<file path="src/rtl/gpio_periph_pkg.sv">
package gpio_periph_pkg;

  localparam int unsigned OFF_W = 6;

  typedef enum logic [OFF_W-1:0] {
    OFF_MODE     = 6'h00,
    OFF_CLKDIV   = 6'h04,
    OFF_STATUS   = 6'h08,
    OFF_POWER    = 6'h0C,
    OFF_CLKCTL   = 6'h10,
    OFF_IRQ_REQ  = 6'h14,
    OFF_IRQ_MASK = 6'h18,
    OFF_IRQ_STAT = 6'h1C,
    OFF_DIR      = 6'h20,
    OFF_LVL_W    = 6'h24,
    OFF_LVL_R    = 6'h28
  } reg_off_e;

  // index of plain read/write registers inside the control bank
  localparam int unsigned NUM_PLAIN = 6;
  localparam int unsigned PL_MODE     = 0;
  localparam int unsigned PL_CLKDIV   = 1;
  localparam int unsigned PL_CLKCTL   = 2;
  localparam int unsigned PL_IRQ_REQ  = 3;
  localparam int unsigned PL_IRQ_MASK = 4;
  localparam int unsigned PL_IRQ_STAT = 5;

  typedef struct packed {
    logic [NUM_PLAIN-1:0] plain;
    logic                 status;
    logic                 power;
    logic                 dir;
    logic                 lvl;
  } reg_sel_t;

endpackage

</file>
<file path="src/rtl/periph_addr_dec.sv">
module periph_addr_dec
  import gpio_periph_pkg::*;
(
  input  logic [OFF_W-1:0] off_i,
  output reg_sel_t         sel_o,
  output logic             hit_o
);

  always_comb begin
    sel_o = '0;
    unique case (off_i)
      OFF_MODE:     sel_o.plain[PL_MODE]     = 1'b1;
      OFF_CLKDIV:   sel_o.plain[PL_CLKDIV]   = 1'b1;
      OFF_CLKCTL:   sel_o.plain[PL_CLKCTL]   = 1'b1;
      OFF_IRQ_REQ:  sel_o.plain[PL_IRQ_REQ]  = 1'b1;
      OFF_IRQ_MASK: sel_o.plain[PL_IRQ_MASK] = 1'b1;
      OFF_IRQ_STAT: sel_o.plain[PL_IRQ_STAT] = 1'b1;
      OFF_STATUS:   sel_o.status = 1'b1;
      OFF_POWER:    sel_o.power  = 1'b1;
      OFF_DIR:      sel_o.dir    = 1'b1;
      OFF_LVL_W,
      OFF_LVL_R:    sel_o.lvl    = 1'b1;
      default:      sel_o = '0;
    endcase
  end

  assign hit_o = |sel_o;

endmodule

</file>
<file path="src/rtl/periph_ctrl_bank.sv">
module periph_ctrl_bank
  import gpio_periph_pkg::*;
#(
  parameter int unsigned       REG_W     = 16,
  parameter int unsigned       PWR_TRIG  = 7,
  parameter logic [REG_W-1:0]  PWR_FORCE = 16'h8040
) (
  input  logic                  clk_i,
  input  logic                  rst_ni,
  input  logic                  wr_i,
  input  reg_sel_t              sel_i,
  input  logic [REG_W-1:0]      wdata_i,
  output logic [REG_W-1:0]      plain_o [NUM_PLAIN],
  output logic [REG_W-1:0]      power_o
);

  for (genvar g = 0; g < NUM_PLAIN; g++) begin : g_plain
    logic [REG_W-1:0] q;
    always_ff @(posedge clk_i or negedge rst_ni) begin
      if (!rst_ni)                      q <= '0;
      else if (wr_i && sel_i.plain[g])  q <= wdata_i;
    end
    assign plain_o[g] = q;
  end

  logic [REG_W-1:0] pwr_q;
  logic [REG_W-1:0] pwr_d;

  // trigger bit pulls in the forced bits
  assign pwr_d = wdata_i | (wdata_i[PWR_TRIG] ? PWR_FORCE : '0);

  always_ff @(posedge clk_i or negedge rst_ni) begin
    if (!rst_ni)                   pwr_q <= '0;
    else if (wr_i && sel_i.power)  pwr_q <= pwr_d;
  end

  assign power_o = pwr_q;

endmodule

</file>
<file path="src/rtl/periph_gpio_port.sv">
module periph_gpio_port #(
  parameter int unsigned PIN_N = 16
) (
  input  logic             clk_i,
  input  logic             rst_ni,
  input  logic             dir_we_i,
  input  logic             lvl_we_i,
  input  logic [PIN_N-1:0] wdata_i,
  input  logic [PIN_N-1:0] pin_in_i,
  output logic [PIN_N-1:0] dir_o,
  output logic [PIN_N-1:0] lvl_o,
  output logic [PIN_N-1:0] pin_out_o,
  output logic [PIN_N-1:0] pin_chg_o
);

  logic [PIN_N-1:0] dir_q, lvl_q, pin_q, out_q, chg_q;
  logic [PIN_N-1:0] dir_d, lvl_d, lvl_base, pin_evt, eff;
  logic             upd;

  assign pin_evt  = pin_in_i ^ pin_q;
  assign lvl_base = lvl_we_i ? (wdata_i & dir_q) : lvl_q;
  // input edges override the stored bit on the lines that moved
  assign lvl_d    = (lvl_base & ~pin_evt) | (pin_in_i & pin_evt);
  assign dir_d    = dir_we_i ? wdata_i : dir_q;
  assign eff      = lvl_d & dir_d;
  assign upd      = dir_we_i | lvl_we_i;

  always_ff @(posedge clk_i or negedge rst_ni) begin
    if (!rst_ni) begin
      dir_q <= '0;
      lvl_q <= '0;
      pin_q <= '0;
      out_q <= '0;
      chg_q <= '0;
    end else begin
      dir_q <= dir_d;
      lvl_q <= lvl_d;
      pin_q <= pin_in_i;
      chg_q <= upd ? (eff ^ out_q) : '0;
      if (upd) out_q <= eff;
    end
  end

  assign dir_o     = dir_q;
  assign lvl_o     = lvl_q;
  assign pin_out_o = out_q;
  assign pin_chg_o = chg_q;

endmodule

</file>
<file path="src/rtl/ctl_gpio_periph.sv">
module ctl_gpio_periph
  import gpio_periph_pkg::*;
#(
  parameter int unsigned      ADDR_W     = 8,
  parameter int unsigned      BUS_W      = 32,
  parameter int unsigned      REG_W      = 16,
  parameter logic [REG_W-1:0] STATUS_RST = 16'h0002,
  parameter int unsigned      PWR_TRIG   = 7,
  parameter logic [REG_W-1:0] PWR_FORCE  = 16'h8040
) (
  input  logic              clk_i,
  input  logic              rst_ni,
  input  logic              req_i,
  input  logic              we_i,
  input  logic [ADDR_W-1:0] addr_i,
  input  logic [BUS_W-1:0]  wdata_i,
  output logic [REG_W-1:0]  rdata_o,
  output logic              err_o,
  input  logic [REG_W-1:0]  pin_in_i,
  output logic [REG_W-1:0]  pin_out_o,
  output logic [REG_W-1:0]  pin_chg_o
);

  logic [OFF_W-1:0] off;
  logic [REG_W-1:0] wdat;
  logic             unused_hi;

  assign off       = addr_i[OFF_W-1:0];
  assign wdat      = wdata_i[REG_W-1:0];
  assign unused_hi = ^{addr_i[ADDR_W-1:OFF_W], wdata_i[BUS_W-1:REG_W]};

  reg_sel_t sel;
  logic     hit;
  logic     wr;

  periph_addr_dec u_dec (
    .off_i (off),
    .sel_o (sel),
    .hit_o (hit)
  );

  assign wr = req_i & we_i;

  logic [REG_W-1:0] plain [NUM_PLAIN];
  logic [REG_W-1:0] power;

  periph_ctrl_bank #(
    .REG_W     (REG_W),
    .PWR_TRIG  (PWR_TRIG),
    .PWR_FORCE (PWR_FORCE)
  ) u_bank (
    .clk_i   (clk_i),
    .rst_ni  (rst_ni),
    .wr_i    (wr),
    .sel_i   (sel),
    .wdata_i (wdat),
    .plain_o (plain),
    .power_o (power)
  );

  logic [REG_W-1:0] gpio_dir, gpio_lvl;

  periph_gpio_port #(.PIN_N(REG_W)) u_gpio (
    .clk_i     (clk_i),
    .rst_ni    (rst_ni),
    .dir_we_i  (wr & sel.dir),
    .lvl_we_i  (wr & sel.lvl),
    .wdata_i   (wdat),
    .pin_in_i  (pin_in_i),
    .dir_o     (gpio_dir),
    .lvl_o     (gpio_lvl),
    .pin_out_o (pin_out_o),
    .pin_chg_o (pin_chg_o)
  );

  logic [REG_W-1:0] rd_mux;

  always_comb begin
    rd_mux = '0;
    for (int i = 0; i < NUM_PLAIN; i++) begin
      if (sel.plain[i]) rd_mux = plain[i];
    end
    if (sel.status) rd_mux = STATUS_RST;
    if (sel.power)  rd_mux = power;
    if (sel.dir)    rd_mux = gpio_dir;
    if (sel.lvl)    rd_mux = gpio_lvl;
  end

  logic [REG_W-1:0] rdata_q;
  logic             err_q;

  always_ff @(posedge clk_i or negedge rst_ni) begin
    if (!rst_ni) begin
      rdata_q <= '0;
      err_q   <= 1'b0;
    end else begin
      if (req_i && !we_i) rdata_q <= rd_mux;
      err_q <= req_i & ~hit;
    end
  end

  assign rdata_o = rdata_q;
  assign err_o   = err_q;

endmodule

</file>
<file path="config.mk">
export PLATFORM = sky130hd
export DESIGN_NAME = ctl_gpio_periph
export DESIGN_NICKNAME = d
export VERILOG_FILES = /design/src/rtl/gpio_periph_pkg.sv /design/src/rtl/periph_addr_dec.sv /design/src/rtl/periph_ctrl_bank.sv /design/src/rtl/periph_gpio_port.sv /design/src/rtl/ctl_gpio_periph.sv
export SDC_FILE = /design/constraint.sdc
export NUM_CORES = 1
export LEC_CHECK = 0
export ABC_CLOCK_PERIOD_IN_PS = 2800
export BUFFER_PORTS_ARGS = -buffer_cell sky130_fd_sc_hd__buf_2
export CORE_ASPECT_RATIO = 1.2
export CORE_MARGIN = 4
export CORE_UTILIZATION = 50
export CTS_CLUSTER_SIZE = 14
export DETAILED_ROUTE_END_ITERATION = 16
export PLACE_DENSITY = 0.76
export SYNTH_ARGS = -nofsm -noshare
export SYNTH_HDL_FRONTEND = slang
export SYNTH_SLANG_ARGS = --single-unit
</file>
<file path="constraint.sdc">
create_clock -name clk_i -period 2.8 [get_ports clk_i]
set_input_delay 0.28 -clock clk_i [delete_from_list [all_inputs] [get_ports clk_i]]
set_output_delay 0.28 -clock clk_i [all_outputs]
set_load 0.05 [all_outputs]
</file>
==> reports/metrics.cfg <==
[yosys]
syn_avg_cell_area_um2=11.7
yosys_warnings=0
yosysSeqAreaShare_pct=53.0
synth_cell_types=46
ys_ff_latch=209
syn_inst=847
synth_edf_count=0
ys.flop_type=dfrtp_1
synth_nets=907
syn-cell-area_um2=9870
synthArstFlopShare_pct=100

[placement]
place_ws_ns=0.362
globalplace.congestion=0.861
dp_hpwl_um=16400
port_buffers=90

[cts]
cts_tree=built
clk_pin_slew_ns=0.06
post_cts_buffers=0
cts_sinks=209
cts.path.max_buffers=3
numCtsBuffers=21
clock_latency_ns=0.49
h-tree-depth=1
clockRootBuffer=clkbuf_16

[sta]
post-route-min-period_ns=1.96
rsz0062_at_grt=no
hold_viol=0
finalCritPeriodShare_pct=69.8
slew_headroom_pct=43.0
worst_pin_slew_ns=0.855
skew_ns=0.00773
fin_ws_ns=0.845
finalSetupViolations=0
tns_ns=0
fmax_ghz=0.511
finalMaxSlewViolations=0

[grt]
grt_pass1_vias=7354
grt.met1_usage_pct=28.8
antenna_found_initial=1
grt_use_total_pct=21.8
gr-total-overflow=0
grt_max_degree=78
met3_usage_pct=3.10
use_met2_pct=37.0
grt_pass1_wl_um=38800
busiest_layer=met2

[worst_setup_path]
cp.arrival_ns=2.34
startpoint=addr_i[1]
cp-end-kind=flip-flop
required_ns=3.18
rr_startpoint=u_gpio.dir_o[15]$_DFF_PN0_
path_class=input pin to flip-flop
crit_path_max_fanout=35
start_kind=input pin

[drt]
vias=7173
routedWlPerCell_um=19.3
drt_pass1_iterations=7
dr.first_iter.drc_count=485
ant_nets=0
viasPerCell=5.87
drc=0
routed_wl_um=23600

[job]
cap_violations=0

[power_and_ir_drop]
intPower_w=0.00538
clockPowerShare_pct=41.0
power.density_nw_per_um2=624
leakage_nw=5.43
seqPwrFrac_pct=46.9
comb_power_share_pct=12.1
p_sw_share_pct=25.5
vdd_drop_max_mv=0.453
fin_total_pwr_w=0.00723
p_sw_w=0.00184

[die]
io_pins=109
rows=56
core_um2=19500
die-area_um2=22100
die_h_um=162
start_util_pct=50.7
die_w_um=136

[cells_and_area]
nFillCells=1567
most-common-layout-cells=dfrtp_1, mux2_2, nand2_1
layout-drive-gt1-share_pct=34.5
diodes=0
final_common_cell=dfrtp_1
area_delta_synth_final_pct=17.2
final_nets=1009

[worst_hold_path]
hold_path_class=input pin to flip-flop
min_from=req_i

[run_status]
status=complete, no violations

-- stage by stage --
stage	instance area (µm²)	cells	hold slack [ns]	util [%]
after CTS	11600	1223	0.0413	59.4
final	11600	1223	0.0504	59.4
after detailed placement	10700	1170	0.348	54.9
after global routing	11600	1223	0.0637	59.4
after global placement	10700	1170	0.358	54.9
after floorplan	9870	847	-0.0156	-
-- cells by family after synthesis --
family                 after synthesis  synth area share (%)
AND/OR/NAND/NOR                    217                  11.4
AO/OA/AOI/OAI                      208                  16.1
flip-flops                         209                  53.0
XOR/XNOR                             1                0.0887
buffers and inverters               67                  2.97
multiplexers                       145                  16.5
-- power by group through the flow --
stage	logic, W	registers, W	clock network, W
final	0.000873	0.00339	0.00297
after global routing	0.000950	0.00341	0.00314
after CTS	0.000876	0.00339	0.00301
after detailed placement	0.000852	0.00344	0
after global placement	0.000827	0.00343	0
after floorplan	0.000461	0.00351	0
-- routing by layer --
layer	routed length, µm	share of wire [%]	vias to the layer above
li1	-	-	3307
met1	10100	43	3609
met2	11800	50	210
met3	1170	5.0	45
met4	562	2.4	2
met5	13	0.055	-
-- path summary, 6_finish.rpt --
| kind | endpoint | slack (ns) | depth (start not counted) |
|---|---|---|---|
| worst min-delay path | err_o$_DFF_PN0_ | 0.05 | 3 |
| worst min register to register | u_bank.g_plain[1].q[5]$_DFFE_PN0P_ | 0.50 | 1 |
| min in group asynchronous | u_bank.g_plain[4].q[0]$_DFFE_PN0P_ | 0.35 | 2 |
| max in group asynchronous | u_gpio.pin_q[4]$_DFF_PN0_ | 1.66 | 3 |
| worst max register to register | u_gpio.pin_chg_o[15]$_DFF_PN0_ | 1.26 | 5 |
| worst max-delay path | u_gpio.pin_chg_o[15]$_DFF_PN0_ | 0.84 | 6 |
-- flip-flops by register name, indices dropped and copies added, names as in the netlist --
register,cells
u_bank.power_o,16
u_gpio.pin_out_o,16
rdata_o,16
err_o,1
u_gpio.pin_q,16
u_gpio.dir_o,16
u_gpio.pin_chg_o,16
u_gpio.lvl_o,16
u_bank.g_plain.q,96
-- worst max-delay path: stages --
cell and delay [ns]:
buf_2 0.13, or4b_4 0.72, or4_1 0.61, a31oi_2 0.29
a21oi_1 0.10, a31o_1 0.19
-- cell usage after synthesis, types with 12 or more instances --
cell type / count / area, µm²
dfrtp_1: 209 / 5230
nand2_1: 97 / 364
clkbuf_1: 38 / 143
mux2_2: 131 / 1480
o21ai_0: 37 / 185
a221oi_1: 19 / 166
mux2i_1: 13 / 130
a31o_1: 15 / 131
nor2b_1: 19 / 119
o31ai_1: 18 / 135
nand2b_1: 18 / 113
a31oi_1: 12 / 75.1
nor2_1: 31 / 116
buf_2: 15 / 75.1
nand3_1: 17 / 85.1
a21oi_1: 45 / 225
-- layout make-up --
cell class | count | area (µm²) | area share (%)
well taps | 261 | 327 | 2.82
repair buffers | 140 | 902 | 7.79
flip-flops and latches | 209 | 5230 | 45.2
clock buffers | 28 | 572 | 4.94
clock inverters | 8 | 146 | 1.26
multi-input cells | 571 | 4370 | 37.8
inverters | 6 | 22.5 | 0.195
-- repair_timing --
item                                    4_1_cts  5_1_grt
hold endpoints to repair                     87        0
resized for setup                             0        0
endpoints found under the setup margin        0        0
hold buffers                                 17        0
Power figures use the tool's default switching activity.
